$ cat src/rtl/stdby_pkg.sv
package stdby_pkg;

  typedef enum logic [1:0] {
    ST_RUN    = 2'd0,
    ST_STOP   = 2'd1,
    ST_SETTLE = 2'd2
  } stdby_state_e;

  localparam logic [1:0] SEL_MODE   = 2'd0;
  localparam logic [1:0] SEL_CTRL   = 2'd1;
  localparam logic [1:0] SEL_SETTLE = 2'd2;

  localparam int CTRL_TRIG_BIT = 0;
  localparam int CTRL_NMI_BIT  = 1;
  localparam int CTRL_WDT_BIT  = 2;
  localparam int CTRL_INT_BIT  = 3;
  localparam int MODE_LP_BIT   = 0;

endpackage

$ cat src/rtl/stdby_rst_sync.sv
module stdby_rst_sync #(
  parameter int STAGES = 2
) (
  input  logic clk,
  input  logic rst_n,
  output logic rst_n_sync
);

  logic [STAGES-1:0] sync_q;

  always_ff @(posedge clk or negedge rst_n) begin
    if (!rst_n) begin
      sync_q <= '0;
    end else begin
      sync_q <= {sync_q[STAGES-2:0], 1'b1};
    end
  end

  assign rst_n_sync = sync_q[STAGES-1];

endmodule

$ cat src/rtl/stdby_regs.sv
module stdby_regs
  import stdby_pkg::*;
#(
  parameter int          CNT_W      = 16,
  parameter logic [15:0] SETTLE_RST = 16'd8
) (
  input  logic             clk,
  input  logic             rst_n,
  input  logic             wr_en,
  input  logic [1:0]       wr_sel,
  input  logic [CNT_W-1:0] wr_data,
  input  logic             in_run,
  input  logic             clr_mode,
  output logic             msk_nmi,
  output logic             msk_wdt,
  output logic             msk_int,
  output logic [CNT_W-1:0] settle_val,
  output logic             enter_req
);

  logic             mode_q, mode_d, mode_en;
  logic [2:0]       msk_q, msk_d;
  logic             msk_en;
  logic [CNT_W-1:0] settle_q;
  logic             settle_en;
  logic             ctrl_wr;

  assign ctrl_wr = wr_en && (wr_sel == SEL_CTRL);

  always_comb begin
    mode_en = 1'b0;
    mode_d  = mode_q;
    if (clr_mode) begin
      mode_en = 1'b1;
      mode_d  = 1'b0;
    end else if (wr_en && (wr_sel == SEL_MODE)) begin
      mode_en = 1'b1;
      mode_d  = wr_data[MODE_LP_BIT];
    end
  end

  always_comb begin
    msk_en = ctrl_wr;
    msk_d  = {wr_data[CTRL_INT_BIT], wr_data[CTRL_WDT_BIT], wr_data[CTRL_NMI_BIT]};
  end

  assign settle_en = wr_en && (wr_sel == SEL_SETTLE);

  always_ff @(posedge clk or negedge rst_n) begin
    if (!rst_n) begin
      mode_q <= 1'b0;
    end else if (mode_en) begin
      mode_q <= mode_d;
    end
  end

  always_ff @(posedge clk or negedge rst_n) begin
    if (!rst_n) begin
      msk_q <= '0;
    end else if (msk_en) begin
      msk_q <= msk_d;
    end
  end

  always_ff @(posedge clk or negedge rst_n) begin
    if (!rst_n) begin
      settle_q <= SETTLE_RST[CNT_W-1:0];
    end else if (settle_en) begin
      settle_q <= wr_data;
    end
  end

  assign msk_nmi    = msk_q[0];
  assign msk_wdt    = msk_q[1];
  assign msk_int    = msk_q[2];
  assign settle_val = settle_q;
  assign enter_req  = ctrl_wr && wr_data[CTRL_TRIG_BIT] && mode_q && in_run && !clr_mode;

endmodule

$ cat src/rtl/stdby_wake.sv
module stdby_wake #(
  parameter int NUM_IRQ = 12,
  parameter int PRIO_W  = 3
) (
  input  logic                      nmi_pin,
  input  logic                      wdt_nmi,
  input  logic [NUM_IRQ-1:0]        irq_req,
  input  logic [NUM_IRQ-1:0]        irq_mask,
  input  logic [NUM_IRQ*PRIO_W-1:0] irq_prio,
  input  logic                      msk_nmi,
  input  logic                      msk_wdt,
  input  logic                      msk_int,
  output logic                      wake_any,
  output logic                      wake_nmi,
  output logic [PRIO_W-1:0]         wake_prio
);

  logic [PRIO_W-1:0]  prio_arr [NUM_IRQ];
  logic [NUM_IRQ-1:0] live;

  for (genvar i = 0; i < NUM_IRQ; i++) begin : g_line
    assign prio_arr[i] = irq_prio[i*PRIO_W +: PRIO_W];
    assign live[i]     = irq_req[i] && !irq_mask[i] && !msk_int;
  end

  always_comb begin
    wake_prio = '1;
    for (int i = 0; i < NUM_IRQ; i++) begin
      if (live[i] && (prio_arr[i] < wake_prio)) begin
        wake_prio = prio_arr[i];
      end
    end
  end

  assign wake_nmi = (nmi_pin && !msk_nmi) || (wdt_nmi && !msk_wdt);
  assign wake_any = wake_nmi || (|live);

endmodule

$ cat src/rtl/stdby_fsm.sv
module stdby_fsm
  import stdby_pkg::*;
#(
  parameter int CNT_W  = 16,
  parameter int PRIO_W = 3
) (
  input  logic              clk,
  input  logic              rst_n,
  input  logic              enter_req,
  input  logic              sys_rst_req,
  input  logic              wake_any,
  input  logic              wake_nmi,
  input  logic [PRIO_W-1:0] wake_prio,
  input  logic              int_en,
  input  logic              srv_active,
  input  logic [PRIO_W-1:0] srv_prio,
  input  logic [CNT_W-1:0]  settle_val,
  output logic              in_run,
  output logic              stop_active,
  output logic              main_osc_en,
  output logic              cpu_clk_en,
  output logic              per_clk_en,
  output logic              settle_done,
  output logic              resume,
  output logic              resume_ack,
  output logic              resume_hold
);

  stdby_state_e     state_q, state_d;
  logic [CNT_W-1:0] cnt_q, cnt_d;
  logic             cnt_en;
  logic             out_q_ack, out_q_hold, out_d_ack, out_d_hold, out_en;
  logic             resume_q, resume_d;
  logic             take_req;

  assign take_req = wake_nmi || (int_en && (!srv_active || (wake_prio < srv_prio)));

  always_comb begin
    state_d    = state_q;
    cnt_d      = cnt_q;
    cnt_en     = 1'b0;
    out_en     = 1'b0;
    out_d_ack  = out_q_ack;
    out_d_hold = out_q_hold;
    resume_d   = 1'b0;
    unique case (state_q)
      ST_RUN: begin
        if (enter_req) begin
          state_d = ST_STOP;
        end
      end
      ST_STOP: begin
        if (sys_rst_req) begin
          state_d    = ST_RUN;
          out_en     = 1'b1;
          out_d_ack  = 1'b0;
          out_d_hold = 1'b0;
        end else if (wake_any) begin
          state_d    = ST_SETTLE;
          cnt_en     = 1'b1;
          cnt_d      = settle_val;
          out_en     = 1'b1;
          out_d_ack  = take_req;
          out_d_hold = !take_req;
        end
      end
      ST_SETTLE: begin
        if (sys_rst_req) begin
          state_d    = ST_RUN;
          out_en     = 1'b1;
          out_d_ack  = 1'b0;
          out_d_hold = 1'b0;
        end else if (cnt_q == '0) begin
          state_d  = ST_RUN;
          resume_d = 1'b1;
        end else begin
          cnt_en = 1'b1;
          cnt_d  = cnt_q - 1'b1;
        end
      end
      default: begin
        state_d = ST_RUN;
      end
    endcase
  end

  always_ff @(posedge clk or negedge rst_n) begin
    if (!rst_n) begin
      state_q <= ST_RUN;
    end else begin
      state_q <= state_d;
    end
  end

  always_ff @(posedge clk or negedge rst_n) begin
    if (!rst_n) begin
      cnt_q <= '0;
    end else if (cnt_en) begin
      cnt_q <= cnt_d;
    end
  end

  always_ff @(posedge clk or negedge rst_n) begin
    if (!rst_n) begin
      out_q_ack  <= 1'b0;
      out_q_hold <= 1'b0;
    end else if (out_en) begin
      out_q_ack  <= out_d_ack;
      out_q_hold <= out_d_hold;
    end
  end

  always_ff @(posedge clk or negedge rst_n) begin
    if (!rst_n) begin
      resume_q <= 1'b0;
    end else begin
      resume_q <= resume_d;
    end
  end

  assign in_run      = (state_q == ST_RUN);
  assign stop_active = (state_q == ST_STOP);
  assign main_osc_en = (state_q != ST_STOP);
  assign cpu_clk_en  = (state_q == ST_RUN);
  assign per_clk_en  = (state_q == ST_RUN);
  assign settle_done = (state_q == ST_SETTLE) && (cnt_q == '0);
  assign resume      = resume_q;
  assign resume_ack  = out_q_ack;
  assign resume_hold = out_q_hold;

endmodule

$ cat src/rtl/stdby_ctrl.sv
module stdby_ctrl
  import stdby_pkg::*;
#(
  parameter int          NUM_EXT    = 8,
  parameter int          NUM_PER    = 4,
  parameter int          PRIO_W     = 3,
  parameter int          CNT_W      = 16,
  parameter logic [15:0] SETTLE_RST = 16'd8
) (
  input  logic                                clk,
  input  logic                                rst_n,
  input  logic                                wr_en,
  input  logic [1:0]                          wr_sel,
  input  logic [CNT_W-1:0]                    wr_data,
  input  logic                                nmi_pin,
  input  logic                                wdt_nmi,
  input  logic [NUM_EXT-1:0]                  ext_irq,
  input  logic [NUM_PER-1:0]                  per_irq,
  input  logic [NUM_EXT+NUM_PER-1:0]          irq_mask,
  input  logic [(NUM_EXT+NUM_PER)*PRIO_W-1:0] irq_prio,
  input  logic                                int_en,
  input  logic                                srv_active,
  input  logic [PRIO_W-1:0]                   srv_prio,
  input  logic                                sys_rst_req,
  input  logic                                wdt_rst_req,
  output logic                                main_osc_en,
  output logic                                sub_osc_en,
  output logic                                cpu_clk_en,
  output logic                                per_clk_en,
  output logic                                stop_active,
  output logic                                settle_done,
  output logic                                resume,
  output logic                                resume_ack,
  output logic                                resume_hold
);

  localparam int NUM_IRQ = NUM_EXT + NUM_PER;

  logic              rst_n_i;
  logic              in_run;
  logic              clr_mode;
  logic              msk_nmi, msk_wdt, msk_int;
  logic [CNT_W-1:0]  settle_val;
  logic              enter_req;
  logic              wake_any, wake_nmi;
  logic [PRIO_W-1:0] wake_prio;

  // Watchdog reset only acts while running; the system request acts everywhere.
  assign clr_mode   = sys_rst_req || (wdt_rst_req && in_run);
  assign sub_osc_en = 1'b1;

  stdby_rst_sync #(.STAGES(2)) u_rst_sync (
    .clk        (clk),
    .rst_n      (rst_n),
    .rst_n_sync (rst_n_i)
  );

  stdby_regs #(.CNT_W(CNT_W), .SETTLE_RST(SETTLE_RST)) u_regs (
    .clk        (clk),
    .rst_n      (rst_n_i),
    .wr_en      (wr_en),
    .wr_sel     (wr_sel),
    .wr_data    (wr_data),
    .in_run     (in_run),
    .clr_mode   (clr_mode),
    .msk_nmi    (msk_nmi),
    .msk_wdt    (msk_wdt),
    .msk_int    (msk_int),
    .settle_val (settle_val),
    .enter_req  (enter_req)
  );

  stdby_wake #(.NUM_IRQ(NUM_IRQ), .PRIO_W(PRIO_W)) u_wake (
    .nmi_pin   (nmi_pin),
    .wdt_nmi   (wdt_nmi),
    .irq_req   ({per_irq, ext_irq}),
    .irq_mask  (irq_mask),
    .irq_prio  (irq_prio),
    .msk_nmi   (msk_nmi),
    .msk_wdt   (msk_wdt),
    .msk_int   (msk_int),
    .wake_any  (wake_any),
    .wake_nmi  (wake_nmi),
    .wake_prio (wake_prio)
  );

  stdby_fsm #(.CNT_W(CNT_W), .PRIO_W(PRIO_W)) u_fsm (
    .clk         (clk),
    .rst_n       (rst_n_i),
    .enter_req   (enter_req),
    .sys_rst_req (sys_rst_req),
    .wake_any    (wake_any),
    .wake_nmi    (wake_nmi),
    .wake_prio   (wake_prio),
    .int_en      (int_en),
    .srv_active  (srv_active),
    .srv_prio    (srv_prio),
    .settle_val  (settle_val),
    .in_run      (in_run),
    .stop_active (stop_active),
    .main_osc_en (main_osc_en),
    .cpu_clk_en  (cpu_clk_en),
    .per_clk_en  (per_clk_en),
    .settle_done (settle_done),
    .resume      (resume),
    .resume_ack  (resume_ack),
    .resume_hold (resume_hold)
  );

endmodule

$ cat config.mk
export PLATFORM = sky130hd
export DESIGN_NAME = stdby_ctrl
export DESIGN_NICKNAME = d
export VERILOG_FILES = /design/src/rtl/stdby_pkg.sv /design/src/rtl/stdby_rst_sync.sv /design/src/rtl/stdby_regs.sv /design/src/rtl/stdby_wake.sv /design/src/rtl/stdby_fsm.sv /design/src/rtl/stdby_ctrl.sv
export SDC_FILE = /design/constraint.sdc
export NUM_CORES = 1
export LEC_CHECK = 0
export BUFFER_PORTS_ARGS = -buffer_cell sky130_fd_sc_hd__buf_4
export CORE_ASPECT_RATIO = 0.6
export CORE_MARGIN = 3
export CORE_UTILIZATION = 28
export CTS_BUF_LIST = sky130_fd_sc_hd__clkbuf_8
export DETAILED_ROUTE_END_ITERATION = 7
export GPL_TIMING_DRIVEN = 1
export MAX_ROUTING_LAYER = met4
export PLACE_DENSITY = 0.48
export SLEW_MARGIN = 0
export SYNTH_ARGS = -nofsm -noshare
export SYNTH_HDL_FRONTEND = slang
export SYNTH_HIERARCHICAL = 1
export SYNTH_SLANG_ARGS = --single-unit
$ cat constraint.sdc
create_clock -name clk -period 2.84 [get_ports clk]
set_clock_uncertainty 0.05 [all_clocks]
set_input_delay 0.142 -clock clk [delete_from_list [all_inputs] [get_ports clk]]
set_output_delay 0.142 -clock clk [all_outputs]
set_load 0.01 [all_outputs]
# ---- After elaboration in Yosys (flattened, before gate mapping)
# Cells that the tools add are included.
dict set report word_totals {
  regBits 43
  out_inout_bits 9
  elab_cells 162
}
dict set report op_classes {
  n_reduce_logical 81
  magnitude_cmp 13
  n_mux 45
  n_eq_ne 13
  n_addsub 1
}
# operator count
set op_table {}
lappend op_table {{16-bit two-way mux} 4}
lappend op_table {{1-bit logical AND} 48}
lappend op_table {{3-bit < comparator} 12}
lappend op_table {{3-bit two-way mux} 12}
lappend op_table {{16-bit one-hot mux with 2 select lines} 1}
lappend op_table {{1-bit zero test} 18}
lappend op_table {{1-bit two-way mux} 18}
lappend op_table {{16-bit zero test} 1}
lappend op_table {{16-bit by 1-bit subtractor with 16-bit output, second input constant} 1}
lappend op_table {{12-bit OR reduction} 1}
lappend op_table {{2-bit two-way mux} 5}
lappend op_table {{2-bit != test, second input constant} 4}
lappend op_table {{1-bit one-hot mux with 2 select lines} 4}
lappend op_table {{2-bit by 1-bit != test with 1-bit output, second input constant} 3}
lappend op_table {{3-bit by 2-bit != test with 1-bit output, second input constant} 2}
lappend op_table {{2-bit one-hot mux with 3 select lines} 1}
lappend op_table {{6-bit AND reduction} 1}
lappend op_table {{1-bit logical OR} 5}
lappend op_table {{2-bit by 1-bit == test with 1-bit output, second input constant} 2}
lappend op_table {{2-bit == test, second input constant} 2}
lappend op_table {{2-bit zero test} 2}
lappend op_table {{4-bit AND reduction} 1}
lappend op_table {{2-bit nonzero test} 2}
lappend op_table {{3-bit < comparator, second input constant} 1}
lappend op_table {{other kinds (2)} 2}

# ---- Depth between registers and ports, before layout
dict set report logic_depth {
  depth_word 46
  mapped_depth 28
  mapped_depth_nobuf 26
}

# ---- Cells and area by module
# Netlist, hierarchy kept.
# mod area_per_inst_um2 seq_area_each_um2 cells_each n_inst
set by_module_without_submodules {}
lappend by_module_without_submodules {stdby_wake 1637.8 0.0 245 1}
lappend by_module_without_submodules {stdby_fsm 1624.1 525.5 182 1}
lappend by_module_without_submodules {stdby_regs 830.8 501.7 48 1}
lappend by_module_without_submodules {stdby_rst_sync 53.8 50.0 3 1}
lappend by_module_without_submodules {stdby_ctrl 18.8 0.0 3 1}

# ---- Worst setup path before layout
# OpenSTA, ideal clock, no wires.
dict set report synth_timing {
  kind {register to register}
  start {reg u_regs.msk_q[2]}
  end {reg u_fsm.out_q_hold (netlist: u_fsm/resume_hold)}
  stages_incl_launch_ff 28
  required_ns 2.669
  path_buffers 2
  t_arrival_ns 6.248
  synth_period_minus_slack_ns 6.419
  path_slack_ns -3.579
  setup_ns 0.121
  cell_sequence {dfrtp_1 buf_2 buf_4 nor4b_1 a21oi_1 a21oi_1 nor3_4 nor4b_4 o21ai_1 nand2_1 o21ai_0 nand2_1 inv_1 ha_1 a2111o_1 or2_2 nor4b_2 o21ai_0 and2_1 ha_1 a2111oi_0 o21a_1 o31ai_1 ha_1 a21o_1 a21oi_1 o21ai_0 a22o_1}
}
dict set report synth_between {
  elab_chain_cells 45
  word_cells_on_any_way 63
  classes_between {order compare (12); eq/ne (1); mux (18); reduce/logical (32)}
}
# element line_no
set synth_rtl {}
lappend synth_rtl {{from (decl)} stdby_regs.sv:22} ;# logic [2:0] msk_q, msk_d;
lappend synth_rtl {{from (signal assigned)} stdby_regs.sv:61} ;# msk_q <= msk_d;
lappend synth_rtl {{1-bit zero test *} stdby_wake.sv:23} ;# assign live[i] = irq_req[i] && !irq_mask[i] && !msk_int;
lappend synth_rtl {{1-bit logical AND} stdby_wake.sv:23}
lappend synth_rtl {{1-bit logical AND} stdby_wake.sv:29} ;# if (live[i] && (prio_arr[i] < wake_prio)) begin
lappend synth_rtl {{3-bit two-way mux} stdby_wake.sv:29}
lappend synth_rtl {{3-bit < comparator} stdby_wake.sv:29}
lappend synth_rtl {{1-bit logical AND} stdby_wake.sv:29}
lappend synth_rtl {{3-bit two-way mux} stdby_wake.sv:29}
lappend synth_rtl {{3-bit < comparator} stdby_wake.sv:29}
lappend synth_rtl {{[... 29 more ...]} n/a}
lappend synth_rtl {{net wake_prio[1]} stdby_ctrl.sv:46} ;# logic [PRIO_W-1:0] wake_prio;
lappend synth_rtl {{3-bit < comparator *} stdby_fsm.sv:36} ;# assign take_req = wake_nmi || (int_en && (!srv_active || (wake_prio < srv_prio)));
lappend synth_rtl {{1-bit logical OR *} stdby_fsm.sv:36}
lappend synth_rtl {{1-bit logical AND *} stdby_fsm.sv:36}
lappend synth_rtl {{1-bit logical OR *} stdby_fsm.sv:36}
lappend synth_rtl {{1-bit zero test *} stdby_fsm.sv:64} ;# out_d_hold = !take_req;
lappend synth_rtl {{1-bit two-way mux *} stdby_fsm.sv:58} ;# end else if (wake_any) begin
lappend synth_rtl {{1-bit two-way mux *} stdby_fsm.sv:53} ;# if (sys_rst_req) begin
lappend synth_rtl {{1-bit one-hot mux with 2 select lines *} stdby_fsm.sv:46} ;# unique case (state_q)
lappend synth_rtl {{to (signal assigned)} stdby_fsm.sv:109} ;# out_q_hold <= out_d_hold;
lappend synth_rtl {{to (decl)} stdby_fsm.sv:32} ;# logic out_q_ack, out_q_hold, out_d_ack, out_d_hold, out_en;
# The timed path passes the listed nets; every way through them passes the cells marked *. The select of a mux whose other input is x is not followed.
# A chain may end at the register's enable or synchronous reset.

# ---- Worst setup path after layout
# Ends and elaborated chain as after synthesis.

==> results_dict.tcl <==
set metrics [dict create \
    outcome "finished, violations left" \
    violations "negative setup slack" \
    antenna_found_initial 0 \
    synth_edf_count 0 \
    port_buffers 97 \
    setup-tns-final_ns -6.32 \
    core_area_sq_um 14100 \
    synth_most_common_cell "dfrtp_1" \
    crit_type "register to register" \
    synthesis.area_sq_um 4170 \
    grt_pass1_wl_um 25900 \
    hold_path.class "input port to register" \
    p_leak_uw 0.00303 \
    drive_gt1_share_pct 49.1 \
    placed_area_sq_um 6030 \
    period_share_pct 211 \
    finalSetupViolCount 2 \
    vias_per_cell 5.27 \
    power_frac_seq_pct 30.8 \
    overflow 0 \
    grt_pass1_vias 4745 \
    finalWirelength_um 16600 \
    rsz0062_at_grt "true" \
    clkTransAtPathRegs_ns 0.10 \
    clockBufferDepth 2 \
    post-route-util_pct 47.7 \
    end_kind "register" \
    slowest_stage "nor4_1" \
    syn_to_final_growth_pct 61.4 \
    cts.sink_count 43 \
    yosys.cell_types.count 89 \
    fillCellCount 1377 \
    die_h_um 100 \
    power_switching_uw 1270 \
    powerDensity_nw_per_um2 471 \
    grt_max_degree 42 \
    cp.arrival_ns 6.15 \
    crit_top_cell "nand2_1" \
    layout.nets 835 \
    clockPowerShare_pct 16.1 \
    clock.fmax_ghz 0.167 \
    synth_top_cell_by_area "dfrtp_1" \
    rows 33 \
    synth_top_area_share_pct 25.2 \
    multi_input_area_sq_um 3140 \
    initial_core_util_pct 29.6 \
    synth-seq-area-share_pct 25.9 \
    p_sw_share_pct 40.0 \
    startpoint_type "register" \
    drc 0 \
    firstDrtPassIters 5 \
    gp_congestion 0.953 \
    drt_iter0_markers 409 \
    die-area_sq_um 16400 \
    seqCellArea_sq_um 1080 \
    grt_usage_pct 20.7 \
    max_cap_violations 0 \
    syn-num-nets 582 \
    vias 4889 \
    ys_ff_latch 43 \
    async_flop_share_pct 100 \
    whs_ns 0.0108 \
    cp_max_fo 7 \
    yosys_most_used_dff "dfrtp_1" \
    cts_root_buf "clkbuf_8" \
    synth_area_per_cell_sq_um 8.66 \
    synth.area.top_cells "dfrtp_1, nor2_1, mux2_4" \
    cts_tree "yes" \
    antenna_cells 0 \
    slew_headroom_pct 35.5 \
    fin_area_sq_um 6720 \
    final-hold-violation-count 0 \
    irDropWorstVdd_v 0.000262 \
    setup_ws_ns -3.16 \
    avgRoutedWirePerCell_um 17.9 \
    clk_latency_ns 0.32 \
    period_needed_ns 6.00 \
    p_comb_share_pct 53.1 \
    clock_tree.htree_level_count 2 \
    antenna_left 0 \
    yosys-top-cells-count "dfrtp_1, nor2_1, nand2_1, o21ai_0, inv_1" \
    synthCells 481 \
    numCtsBuffers 5 \
    slowest_delay_ns 0.55 \
    crit_required_ns 2.99 \
    place_hpwl_um 13200 \
    yosysWarnings 6 \
    die_width_um 163 \
    worstMarginPinSlew_ns 0.967 \
    p_int_uw 1900 \
    io_pins 99 \
    slew_viol_final 0 \
]
[final timing paths]
kind                                           start              endpoint  slack, ns  depth (start not counted)
worst max-delay path                 u_regs/msk_q[2]     u_fsm/resume_hold      -3.16                         28
max in group asynchronous       u_rst_sync/sync_q[1]       u_regs/msk_q[2]       1.69                          0
worst max register to register       u_regs/msk_q[2]     u_fsm/resume_hold      -3.16                         28
min in group asynchronous                      rst_n  u_rst_sync/sync_q[1]       0.08                          2
worst min-delay path                      wr_data[2]  u_regs/settle_val[2]       0.01                          2
worst min register to register  u_rst_sync/sync_q[0]  u_rst_sync/sync_q[1]       0.31                          0
[registers in the layout (all words and copies together), names as in the netlist]
name,cells
u_fsm/resume_hold,1
u_regs/mode_q,1
u_regs/msk_q,3
u_fsm/cnt_q,16
u_fsm/resume,1
u_fsm/resume_ack,1
u_fsm/state_q,2
u_rst_sync/sync_q,2
u_regs/settle_val,16
[metrics by stage]
stage | setup slack [ns] | total power, uW | std cells
global placement | -2.93 | 2480 | 871
global route | -3.50 | 3380 | 927
floorplan | -2.78 | 1850 | 481
detailed placement | -3.16 | 2500 | 871
finish | -3.16 | 3170 | 927
CTS | -3.05 | 3110 | 909
[repair_timing]
item                                    4_1_cts  5_1_grt
resized for setup                            23       26
buffers inserted                             20       18
cloned                                        0        1
hold endpoints to repair                     11        0
endpoints found under the setup margin       10       15
hold buffers                                 10        0
pin swaps                                    18       15
[power by group through the flow]
stage | Combinational (uW) | Clock (uW) | Sequential [uW]
5_1_grt | 1830 | 550 | 1000
6_report | 1680 | 509 | 976
3_3_place_gp | 1490 | 0 | 985
2_1_floorplan | 913 | 0 | 932
3_5_place_dp | 1510 | 0 | 989
4_1_cts | 1610 | 528 | 970
[cell families (layout without fill, tap and decap cells)]
group	count (synthesis)	in the layout	share of synthesized area, %
buffers and inverters	42	296	5.41
and+or+nand+nor	194	194	28.1
AOI/OAI and AO/OA	160	160	28.6
DFF	43	43	25.9
adders and majority gates	15	15	4.27
muxes	25	25	7.51
other	2	2	0.180
[worst max-delay path: cells and delay by family, from the launching register on]
family | cells | cell delay (ns)
adder cells (fa/ha/maj) | 3 | 0.62
buffers and inverters | 4 | 0.58
AND/OR/NAND/NOR | 11 | 2.36
AO/OA/AOI/OAI | 10 | 1.88
flip-flops | 1 | 0.40
[routing by layer]
metal	GRT usage [%]	wire [um]	vias up
li1	-	-	2351
met3	2.83	901	16
met5	-	0	-
met1	32.7	8970	2368
met4	3.90	182	0
met2	27.6	6560	154
[cells in the final DEF (no fill, tap or decap), drive strengths merged, types with 5 or more instances in the layout]
cell type,Yosys,layout
or3,11,11
clkbuf,7,5
ha,11,11
a21oi,23,23
or3b,5,5
nor2b,6,6
or2,7,7
a21o,5,5
mux2,20,20
nor4,6,6
o21ai,39,39
nand2,37,37
dlygate4sd3,0,10
nor4b,8,8
nand4,7,7
nand3,10,10
nor2,42,42
buf,11,254
or4b,5,5
o31ai,9,9
nor3,19,19
inv,24,25
nand2b,10,10
mux2i,5,5
o211ai,9,9
a31oi,10,10
dfrtp,42,42
[cell type report]
cell class,instances,area share (%)
clock inverters,3,0.689
inverters,24,1.34
well taps,192,3.57
clock buffers,5,1.02
multi-input cells,396,46.7
flip-flops and latches,43,16.1
repair buffers,264,30.6
Power figures use the tool's default switching activity.
